`config.mk`:
```
export PLATFORM = sky130hd
export DESIGN_NAME = bus_watch_cmp
export DESIGN_NICKNAME = d
export VERILOG_FILES = /design/src/rtl/bwc_pkg.sv /design/src/rtl/bwc_regs.sv /design/src/rtl/bwc_cmp.sv /design/src/rtl/bwc_fire.sv /design/src/rtl/bus_watch_cmp.sv
export SDC_FILE = /design/constraint.sdc
export NUM_CORES = 1
export LEC_CHECK = 0
export BUFFER_PORTS_ARGS = -buffer_cell sky130_fd_sc_hd__buf_4
export CORE_ASPECT_RATIO = 0.75
export CORE_MARGIN = 2
export CORE_UTILIZATION = 50
export CTS_CLUSTER_DIAMETER = 80
export DETAILED_ROUTE_END_ITERATION = 16
export GPL_TIMING_DRIVEN = 0
export MAX_ROUTING_LAYER = met4
export PLACE_DENSITY = 0.81
export SLEW_MARGIN = 25
export SYNTH_ARGS = -nofsm -noshare
export SYNTH_HDL_FRONTEND = slang
export SYNTH_SLANG_ARGS = --single-unit
```
`constraint.sdc`:
```
create_clock -name clk_i -period 1.7 [get_ports clk_i]
set_clock_uncertainty 0.05 [all_clocks]
set_input_delay 0.085 -clock clk_i [delete_from_list [all_inputs] [get_ports clk_i]]
set_output_delay 0.085 -clock clk_i [all_outputs]
set_load 0.01 [all_outputs]
```
`src/rtl/bwc_pkg.sv`:
```
package bwc_pkg;
  typedef struct packed {
    logic sz_val;
    logic sz_chk;
    logic rw_val;
    logic rw_chk;
    logic tag;
    logic en;
    logic arm;
  } ctl_t;

  localparam logic [2:0] OFS_CTL   = 3'd0;
  localparam logic [2:0] OFS_ADR_H = 3'd1;
  localparam logic [2:0] OFS_ADR_L = 3'd2;
  localparam logic [2:0] OFS_DAT_H = 3'd3;
  localparam logic [2:0] OFS_DAT_L = 3'd4;
  localparam logic [2:0] OFS_MSK_H = 3'd5;
  localparam logic [2:0] OFS_MSK_L = 3'd6;
endpackage

```
`src/rtl/bwc_regs.sv`:
```
module bwc_regs
  import bwc_pkg::*;
#(
  parameter int ADDR_W = 16,
  parameter int SEL_W  = 2
) (
  input  logic              clk_i,
  input  logic              rst_ni,
  input  logic [SEL_W-1:0]  sel_i,
  input  logic [2:0]        addr_i,
  input  logic              we_i,
  input  logic [7:0]        wdata_i,
  output logic [7:0]        rdata_o,
  output ctl_t              ctl_o,
  output logic [ADDR_W-1:0] cmp_addr_o,
  output logic [15:0]       cmp_data_o,
  output logic [15:0]       mask_o
);
  localparam int AREG_W = 16;

  ctl_t              ctl_q;
  logic [AREG_W-1:0] addr_q;
  logic [15:0]       data_q, mask_q;
  logic              bank_ok, cmp_wr;

  assign bank_ok = (sel_i == '0);
  assign cmp_wr  = we_i && bank_ok && !ctl_q.arm;

  always_ff @(posedge clk_i or negedge rst_ni) begin
    if (!rst_ni) begin
      ctl_q  <= '0;
      addr_q <= '0;
      data_q <= '0;
      mask_q <= '0;
    end else begin
      if (we_i && addr_i == OFS_CTL) begin
        // armed: only the arm bit may change
        if (ctl_q.arm) ctl_q.arm <= wdata_i[0];
        else           ctl_q     <= wdata_i[6:0];
      end
      if (cmp_wr) begin
        unique case (addr_i)
          OFS_ADR_H: addr_q[15:8] <= wdata_i;
          OFS_ADR_L: addr_q[7:0]  <= wdata_i;
          OFS_DAT_H: data_q[15:8] <= wdata_i;
          OFS_DAT_L: data_q[7:0]  <= wdata_i;
          OFS_MSK_H: mask_q[15:8] <= wdata_i;
          OFS_MSK_L: mask_q[7:0]  <= wdata_i;
          default: ;
        endcase
      end
    end
  end

  always_comb begin
    rdata_o = '0;
    if (addr_i == OFS_CTL) rdata_o = {1'b0, ctl_q};
    else if (bank_ok) begin
      unique case (addr_i)
        OFS_ADR_H: rdata_o = addr_q[15:8];
        OFS_ADR_L: rdata_o = addr_q[7:0];
        OFS_DAT_H: rdata_o = data_q[15:8];
        OFS_DAT_L: rdata_o = data_q[7:0];
        OFS_MSK_H: rdata_o = mask_q[15:8];
        OFS_MSK_L: rdata_o = mask_q[7:0];
        default:   rdata_o = '0;
      endcase
    end
  end

  assign ctl_o      = ctl_q;
  assign cmp_addr_o = addr_q[ADDR_W-1:0];
  assign cmp_data_o = data_q;
  assign mask_o     = mask_q;

  // compare settings frozen while armed
  a_r9_cmp_locked: assert property (@(posedge clk_i) disable iff (!rst_ni)
    ctl_q.arm |=> $stable(addr_q) && $stable(data_q) && $stable(mask_q));
  a_r9_ctl_locked: assert property (@(posedge clk_i) disable iff (!rst_ni)
    ctl_q.arm |=> $stable(ctl_q[6:1]));
endmodule

```
`src/rtl/bwc_cmp.sv`:
```
module bwc_cmp
  import bwc_pkg::*;
#(
  parameter int ADDR_W = 16
) (
  input  ctl_t              ctl_i,
  input  logic [ADDR_W-1:0] cmp_addr_i,
  input  logic [15:0]       cmp_data_i,
  input  logic [15:0]       mask_i,
  input  logic [ADDR_W-1:0] bus_addr_i,
  input  logic [15:0]       bus_data_i,
  input  logic              bus_rd_i,
  input  logic              bus_word_i,
  output logic              addr_hit_o,
  output logic              full_hit_o
);
  logic data_ok, rw_ok, sz_ok;

  assign addr_hit_o = (bus_addr_i == cmp_addr_i);
  assign data_ok    = ((bus_data_i ^ cmp_data_i) & mask_i) == '0;
  assign rw_ok      = !ctl_i.rw_chk || (bus_rd_i == ctl_i.rw_val);
  assign sz_ok      = !ctl_i.sz_chk || (bus_word_i == ctl_i.sz_val);
  assign full_hit_o = addr_hit_o && data_ok && rw_ok && sz_ok;
endmodule

```
`src/rtl/bwc_fire.sv`:
```
module bwc_fire
  import bwc_pkg::*;
(
  input  logic clk_i,
  input  logic rst_ni,
  input  ctl_t ctl_i,
  input  logic bus_valid_i,
  input  logic fetch_i,
  input  logic exec_i,
  input  logic flush_i,
  input  logic addr_hit_i,
  input  logic full_hit_i,
  output logic match_o
);
  logic live, tag_mode, pend_q, hit, tag_fetch;

  assign live      = ctl_i.arm && ctl_i.en;
  assign tag_mode  = live && ctl_i.tag;
  assign tag_fetch = bus_valid_i && fetch_i && addr_hit_i;

  always_comb begin
    hit = 1'b0;
    if (tag_mode)  hit = exec_i && pend_q && !flush_i;
    else if (live) hit = bus_valid_i && full_hit_i;
  end

  always_ff @(posedge clk_i or negedge rst_ni) begin
    if (!rst_ni) begin
      pend_q  <= 1'b0;
      match_o <= 1'b0;
    end else begin
      match_o <= hit;
      if (!tag_mode)      pend_q <= 1'b0;
      else if (flush_i)   pend_q <= 1'b0;
      else if (tag_fetch) pend_q <= 1'b1;
      else if (exec_i)    pend_q <= 1'b0;
    end
  end

  a_r10_needs_live: assert property (@(posedge clk_i) disable iff (!rst_ni)
    !(ctl_i.arm && ctl_i.en) |=> !match_o);
  a_r4_flush_wins: assert property (@(posedge clk_i) disable iff (!rst_ni)
    (ctl_i.tag && flush_i) |=> !match_o);
  a_r3_needs_exec: assert property (@(posedge clk_i) disable iff (!rst_ni)
    (ctl_i.tag && !exec_i) |=> !match_o);
  a_r7_needs_bus: assert property (@(posedge clk_i) disable iff (!rst_ni)
    (!ctl_i.tag && !bus_valid_i) |=> !match_o);
endmodule

```
`src/rtl/bus_watch_cmp.sv`:
```
module bus_watch_cmp
  import bwc_pkg::*;
#(
  parameter int ADDR_W = 16,
  parameter int SEL_W  = 2
) (
  input  logic              clk_i,
  input  logic              rst_ni,
  input  logic [SEL_W-1:0]  reg_sel_i,
  input  logic [2:0]        reg_addr_i,
  input  logic              reg_we_i,
  input  logic [7:0]        reg_wdata_i,
  output logic [7:0]        reg_rdata_o,
  input  logic              bus_valid_i,
  input  logic [ADDR_W-1:0] bus_addr_i,
  input  logic [15:0]       bus_data_i,
  input  logic              bus_rd_i,
  input  logic              bus_word_i,
  input  logic              fetch_i,
  input  logic              exec_i,
  input  logic              flush_i,
  output logic              match_o
);
  ctl_t              ctl;
  logic [ADDR_W-1:0] cmp_addr;
  logic [15:0]       cmp_data, mask;
  logic              addr_hit, full_hit;

  bwc_regs #(.ADDR_W(ADDR_W), .SEL_W(SEL_W)) u_regs (
    .clk_i, .rst_ni,
    .sel_i(reg_sel_i), .addr_i(reg_addr_i), .we_i(reg_we_i),
    .wdata_i(reg_wdata_i), .rdata_o(reg_rdata_o),
    .ctl_o(ctl), .cmp_addr_o(cmp_addr), .cmp_data_o(cmp_data), .mask_o(mask)
  );

  bwc_cmp #(.ADDR_W(ADDR_W)) u_cmp (
    .ctl_i(ctl), .cmp_addr_i(cmp_addr), .cmp_data_i(cmp_data), .mask_i(mask),
    .bus_addr_i, .bus_data_i, .bus_rd_i, .bus_word_i,
    .addr_hit_o(addr_hit), .full_hit_o(full_hit)
  );

  bwc_fire u_fire (
    .clk_i, .rst_ni, .ctl_i(ctl),
    .bus_valid_i, .fetch_i, .exec_i, .flush_i,
    .addr_hit_i(addr_hit), .full_hit_i(full_hit), .match_o
  );
endmodule

```
==> results of run 1 <==
metal layers:
layer / vias up / global-route usage, % / wire (um)
met2: 133 / 41.8 / 4280
met5: - / - / 0
met1: 1281 / 35.6 / 3730
met3: 23 / 8.72 / 981
met4: 0 / 9.50 / 189
li1: 1121 / - / -
registers in the layout, indices dropped and copies added, names as in the netlist:
register / count
u_regs.cmp_data_o: 16
u_regs.mask_o: 16
u_fire.pend_q: 1
u_regs.cmp_addr_o: 16
u_fire.match_o: 1
u_regs.ctl_o: 7
report_power, final:
part / switching [mW] / internal (mW) / total (mW)
registers: 0.274 / 1.62 / 1.89
clock network: 0.542 / 0.662 / 1.20
logic: 0.449 / 0.613 / 1.06
total: 1.27 / 2.89 / 4.16
stage by stage:
step / util, % / setup WS, ps
6_report: 71.2 / -272
5_1_grt: 71.2 / -296
4_1_cts: 68.5 / -185
3_5_place_dp: 61.5 / -644
3_3_place_gp: 61.5 / -597
2_1_floorplan: - / -21.1
worst paths after layout:
check	from	endpoint	slack, ps	cells after the start
max in group asynchronous	rst_ni	u_regs.ctl_o[0]$_DFFE_PN0P_	780	2
hold / removal	flush_i	u_fire.match_o$_DFF_PN0_	40	4
setup / recovery	u_regs.cmp_addr_o[14]$_DFFE_PN0P_	u_fire.match_o$_DFF_PN0_	-270	5
hold reg to reg	u_regs.mask_o[13]$_DFFE_PN0P_	u_regs.mask_o[13]$_DFFE_PN0P_	490	1
min in group asynchronous	rst_ni	u_regs.cmp_data_o[10]$_DFFE_PN0P_	300	2
setup reg to reg	u_regs.cmp_addr_o[14]$_DFFE_PN0P_	u_fire.match_o$_DFF_PN0_	-270	5
layout make-up:
cell class | count | area [um2]
Clock inverter | 4 | 45.0
Timing Repair Buffer | 77 | 629
Inverter | 2 | 7.51
Multi-Input combinational cell | 185 | 1810
Fill cell | 435 | 1700
Tap cell | 78 | 97.6
Buffer | 7 | 37.5
Clock buffer | 11 | 131
Sequential cell | 57 | 1430
worst max-delay path: cells and delay by family (launching register included):
family	cells	cell delay [ps]
compound gates	1	90
xor+xnor	1	210
flops	1	430
simple gates	3	1120
cells by family (layout without fill, tap and decap cells):
family                    Yosys count  in the layout  share of synthesized area, %
AOI/OAI and AO/OA                  37             37                          8.86
xor gates and xnor gates           34             34                          9.67
buffers and inverters              10            101                          1.34
DFF                                57             57                          46.3
muxes                              69             69                          25.6
and+or+nand+nor                    45             45                          8.17
cell usage in the layout, fill, tap and decap left out, drive strengths merged, types with 7 or more instances in the layout:
cell and n:
buf 69, nand3 7, dfrtp 57, a221oi 7
xor2 27, mux2i 8, a22oi 7, clkbuf 16
dlygate4sd3 10, xnor2 7, mux2 59, nor2 8
nand2 13
what timing repair did:
action / in CTS / in global routing
hold buffers: 10 / 0
resized for setup: 22 / 40
pin swaps: 10 / 7
hold endpoints to repair: 112 / 0
setup buffers: 6 / 3
endpoints found under the setup margin: 55 / 53
==> impl_summary.txt, run 1 <==
----------------------------------------------------
[Floorplan]
  Core Box Area ... 5890 um2
  Die Y-Extent ... 72.0 um
  I/O pin count ... 63
  Core Rows ... 24
  Horizontal die dimension ... 94.6 um
  Total Die Area ... 6810 um2
  Effective utilization at floorplan ... 52.3%

[Synth]
  Number of different library cells in the post-synthesis netlist ... 36
  Cell type with the highest aggregate area in the netlist ... dfrtp_1
  Post-synthesis instance area ... 3080 um2
  Part of the Yosys area used for sequential elements ... 46.3%
  Total of flip-flops plus latches after synthesis ... 57
  Number of cells produced by synthesis ... 252
  Net count after synthesis ... 306
  Async set-reset flop share out of synthesis ... 100%
  Avg Cell Area, Syn ... 12.2 um2
  Area fraction of the dominant cell type after synthesis ... 46.3%
  EDFF count, synth ... 0
  Primary FF master, synth ... dfrtp_1
  Dominant cell by count in the synthesized netlist ... mux2_2
  Cell types occupying the most area after synthesis ... dfrtp_1 (46%), mux2_2 (21%), xor2_1 (7.7%)
  Warning count from the yosys run ... 0
  Most frequent cells after synthesis ... mux2_2 (58), dfrtp_1 (57), xor2_1 (27), nand2_1 (13), mux2i_1 (8)

[Worst setup path]
  Critical path's slowest cell ... or4_1
  CP max stage delay ... 510 ps
  Start-to-end type of the worst setup path ... reg -> reg
  Endpoint class of the critical path ... register
  Ordered list of cells on the worst path ... xor2_1 -> nor4_1 -> nand3_1 -> or4_1 -> o21ai_2
  Crit path required time ... 1910 ps
  Maximum fanout encountered on the critical timing path ... 3
  Worst setup SP type ... register
  Data arrival time of the critical path ... 2190 ps

[Timing]
  Unrepaired setup endpoints after global routing ... true
  Share of the cycle needed by the critical path after routing ... 116%
  Maximum clock frequency ... 507 MHz
  Endpoints failing setup ... 28
  Transition at the pin with the smallest max-transition slack ... 733 ps
  Accumulated negative setup slack ... -1230 ps
  PnR worst setup slack ... -272 ps
  Final Max Slew Viols ... 0
  Final period demand of the worst path ... 1970 ps
  Final Hold Violating Endpoints ... 0
  Fin Hold WS ... 36.7 ps
  Remaining max-slew budget at the tightest pin ... 51.1%

[Drt]
  Count of TritonRoute iterations in the first routing pass ... 4
  Routed wire length ... 9180 um
  Vias per std cell ... 6.08
  Post-detailed-route wirelength per cell ... 21.8 um
  Via Count ... 2558
  First-iteration detailed-routing DRC count ... 175
  Detail Route Antenna Nets ... 0
  DR DRC count ... 0

[GRT]
  Maximum number of pins on one net before global-route repair ... 58
  Initial antenna violation count ... 0
  Wire length of the first global-routing pass ... 13300 um
  GR Overflow Total ... 0
  GRT Util Overall ... 27.7%
  Number of global-route vias before repair ... 2603

[Place]
  Dpl cell area ... 3620 um2
  Gpl congestion ... 0.873
  Number of port buffers ... 59
  DP Wirelength ... 6060 um
  Post-placement cell count ... 389

[Final layout]
  Final standard cell count with taps included and fillers excluded ... 421
  Share of post-route cells with drive strength above 1 ... 50.1%
  Design Area, Final ... 4190 um2
  Diodes inserted ... 0
  Area growth, synth to finish ... 36.1%
  Post-layout net count ... 393

[Job]
  Max-Cap Viols ... 0

[Power and ir drop]
  Static power due to leakage ... 1.97 nW
  Total power ... 4.16 mW
  PD cells ... 993 nW/um2
  IR Drop Worst-Case VDD ... 0.529 mV

[Clocking]
  Clk Tree Root Cell ... clkbuf_8
  Later-pin clock latency in the skew report ... 330 ps
  Clock slew at reported path FFs ... 70 ps
  Num CTS Buffers ... 9
  Clock tree from TritonCTS ... yes
  Clock sink total ... 57
  CTS H-tree lvls ... 3
  Max Root-Sink Buffers ... 2

[Run status]
  Status ... complete, but fails checks
  Failing checks ... setup timing

[Worst hold path]
  Class of the most critical hold timing path ... in -> reg

----------------------------------------------------
No activity file was read; power rests on OpenSTA's default activity.
==> inputs of run 2 (changes only) <==
Settings changed: ABC_AREA from default to 1, CORE_UTILIZATION 50 to 47, PLACE_DENSITY 0.81 to 0.76.
==> impl_summary.txt, run 2 <==
----------------------------------------------------
[Timing]
  Maximum clock frequency ... 606 MHz (+19%)
  Share of the cycle needed by the critical path after routing ... 97.1% (-19 points)
  Final Max Slew Viols ... 0 (unchanged)
  Accumulated negative setup slack ... 0 ps (+1230 ps)
  PnR worst setup slack ... 48.7 ps (+321 ps)
  Final Hold Violating Endpoints ... 0 (unchanged)
  Transition at the pin with the smallest max-transition slack ... 747 ps (+14.2 ps)
  Final period demand of the worst path ... 1650 ps (-321 ps)
  Endpoints failing setup ... 0 (-100%)
  Remaining max-slew budget at the tightest pin ... 50.2% (-0.95 points)

[Floorplan]
  Effective utilization at floorplan ... 48.2% (-4.2 points)
  Core Rows ... 26 (+8.3%)
  Core Box Area ... 6770 um2 (+15%)
  Total Die Area ... 7620 um2 (+12%)
  Die Y-Extent ... 76.1 um (+5.8%)
  I/O pin count ... 63 (unchanged)
  Horizontal die dimension ... 100 um (+5.8%)

[Synth]
  EDFF count, synth ... 0 (unchanged)
  Avg Cell Area, Syn ... 7.29 um2 (-40%)
  Net count after synthesis ... 501 (+64%)
  Cell type with the highest aggregate area in the netlist ... dfrtp_1
  Number of different library cells in the post-synthesis netlist ... 26 (-28%)
  Async set-reset flop share out of synthesis ... 100% (unchanged)
  Area fraction of the dominant cell type after synthesis ... 43.8% (-2.5 points)
  Warning count from the yosys run ... 0 (unchanged)
  Number of cells produced by synthesis ... 447 (+77%)
  Part of the Yosys area used for sequential elements ... 43.8% (-2.5 points)
  Primary FF master, synth ... dfrtp_1
  Total of flip-flops plus latches after synthesis ... 57 (unchanged)
  Post-synthesis instance area ... 3260 um2 (+5.8%)
  Cell types occupying the most area after synthesis ... dfrtp_1 (44%), nand2_1 (20%), inv_1 (6.7%)
  Most frequent cells after synthesis ... nand2_1 (171), inv_1 (58), dfrtp_1 (57), o21ai_1 (40), nand3_1 (28)
  Dominant cell by count in the synthesized netlist ... nand2_1

[Drt]
  Post-detailed-route wirelength per cell ... 15.3 um (-30%)
  First-iteration detailed-routing DRC count ... 216 (+23%)
  Vias per std cell ... 5.10 (-16%)
  Via Count ... 3146 (+23%)
  DR DRC count ... 0 (unchanged)
  Routed wire length ... 9440 um (+2.8%)
  Count of TritonRoute iterations in the first routing pass ... 5 (+1)
  Detail Route Antenna Nets ... 0 (unchanged)

[Power and ir drop]
  Switch share ... 32.9% (+2.5 points)
  Clock power frac ... 28.3% (-0.6 points)
  P_int ... 2.56 mW (-11%)
  Total power ... 3.82 mW (-8.1%)
  Static power due to leakage ... 2.18 nW (+10%)
  Part of the power in combinational logic ... 23.8% (-1.7 points)
  Part of the total power dissipated in sequential elements ... 48.0% (+2.5 points)
  IR Drop Worst-Case VDD ... 0.477 mV (-9.8%)
  Total net switching power ... 1.26 mW (-0.56%)
  PD cells ... 927 nW/um2 (-6.6%)

[Place]
  Pre-CTS setup slack ... -12.2 ps (+632 ps)
  DP Wirelength ... 6960 um (+15%)
  Post-placement cell count ... 593 (+52%)
  Gpl congestion ... 0.930 (+6.6%)
  Number of port buffers ... 62 (+5.1%)

[Final layout]
  Utilization after layout ... 60.9% (-10 points)
  Area growth, synth to finish ... 26.5%
  Most frequent standard cell in the layout excluding fill and tap cells ... nand2_1
  Share of post-route cells with drive strength above 1 ... 21.8% (-28 points)
  Commonest non-fill, non-tap cells in the layout ... nand2_1 (171), buf_4 (64), dfrtp_1 (57)
  Fill cell instance count of the final layout ... 628 (+44%)
  Diodes inserted ... 0 (unchanged)
  Final standard cell count with taps included and fillers excluded ... 617 (+47%)
  Post-layout net count ... 583 (+48%)

[Worst setup path]
  Reg2reg setup slack ... 170 ps (+440 ps)
  Start-to-end type of the worst setup path ... reg -> out
  Register-to-Register Path Depth ... 5 (unchanged)
  Critical R2R Capture ... u_fire.match_o$_DFF_PN0_
  Data arrival time of the critical path ... 1520 ps (-670 ps)
  Maximum fanout encountered on the critical timing path ... 3 (unchanged)
  Crit path required time ... 1560 ps (-350 ps)
  Startpoint of the worst register-to-register path ... u_regs.ctl_o[0]$_DFFE_PN0P_
  Endpoint class of the critical path ... primary output
  Worst setup SP type ... register

[Clocking]
  CTS H-tree lvls ... 3 (unchanged)
  Max Root-Sink Buffers ... 2 (unchanged)
  Clk Tree Root Cell ... clkbuf_8
  Num CTS Buffers ... 9 (unchanged)
  Clock sink total ... 57 (unchanged)
  Later-pin clock latency in the skew report ... 340 ps (about the same)
  Clock tree from TritonCTS ... yes
  Clock slew at reported path FFs ... 70 ps (about the same)

[GRT]
  Number of global-route vias before repair ... 2969 (+14%)
  Maximum number of pins on one net before global-route repair ... 58 (unchanged)
  Initial antenna violation count ... 0 (unchanged)
  Wire length of the first global-routing pass ... 14900 um (+12%)
  GRT Util Overall ... 26.5% (-1.1 points)
  GR Overflow Total ... 0 (unchanged)

[Worst hold path]
  Origin of the worst min-delay path ... bus_valid_i
  Worst Hold Path Cells ... 5 (+1)
  Class of the most critical hold timing path ... in -> reg
  Worst hold path endpoint ... u_fire.pend_q$_DFFE_PN0P_

[Job]
  Max-Cap Viols ... 0 (unchanged)

[Run status]
  Status ... completed

----------------------------------------------------
run 2: layout make-up:
class	instances	area [um2]	area share [%]
flip-flops and latches	57	1430	34.6
clock inverters	4	20.0	0.486
plain buffers	7	71.3	1.73
well taps	84	105	2.55
repair buffers	71	561	13.6
multi-input cells	323	1570	38.1
inverters	60	225	5.47
clock buffers	11	141	3.43
run 2: logic make-up (layout without fill, tap and decap cells):
kind of cell              after synthesis  after routing  share of synthesized area (%)
AOI/OAI and AO/OA                      74             74                           12.5
xor gates and xnor gates               11             11                           2.96
buffers and inverters                  67            153                           9.10
DFF                                    57             57                           43.8
and+or+nand+nor                       238            238                           31.6
run 2: per-layer routing:
metal / routed length (um) / share of wire, % / vias to the layer above / track usage (%)
li1: - / - / 1583 / -
met1: 4470 / 47 / 1442 / 37.0
met2: 4270 / 45 / 108 / 38.9
met3: 593 / 6.3 / 13 / 7.34
met4: 105 / 1.1 / 0 / 5.89
met5: 0 / 0 / - / -
run 2: power by group through the flow:
stage               logic, mW  clock network, mW  registers, mW
floorplan               0.553                  0           1.79
detailed placement      0.859                  0           1.85
global placement        0.829                  0           1.84
CTS                     0.874               1.10           1.83
finish                  0.908               1.08           1.83
global route             1.03               1.16           1.86
run 2: worst max-delay path by stage:
stage / start / end / slack (ps) / cells after the start
after detailed placement: u_regs.ctl_o[0]$_DFFE_PN0P_ / u_regs.cmp_data_o[14]$_DFFE_PN0P_ / -10 / 5
after floorplan: u_regs.ctl_o[0]$_DFFE_PN0P_ / u_regs.cmp_data_o[13]$_DFFE_PN0P_ / 220 / 5
after global routing: u_regs.cmp_data_o[1]$_DFFE_PN0P_ / reg_rdata_o[1] / -6 / 7
final: u_regs.cmp_data_o[1]$_DFFE_PN0P_ / reg_rdata_o[1] / 50 / 7
after CTS: u_regs.cmp_data_o[1]$_DFFE_PN0P_ / reg_rdata_o[1] / 30 / 7
after global placement: u_regs.ctl_o[0]$_DFFE_PN0P_ / u_regs.cmp_data_o[14]$_DFFE_PN0P_ / 5 / 5
run 2: stage by stage:
stage               instance area [um2]  hold WS [ps]
floorplan                          3260          -261
global placement                   3830           134
detailed placement                 3830           144
CTS                                4060          12.6
global route                       4120          83.9
finish                             4120          19.3
run 2: worst max-delay path, cell delays in order (launching register included):
cell     delay [ps]
dfrtp_1         400
nand2_1          80
o21ai_1          80
nor2_2          210
nand3_2         120
nand2_1          80
nand2_1          60
buf_4           140
run 2: what timing repair did:
item,in CTS,in global routing
hold buffers,6,0
endpoints found under the setup margin,5,12
resized for setup,3,13
endpoints found under the hold margin,60,0
pin swaps,1,6
buffers inserted,0,3
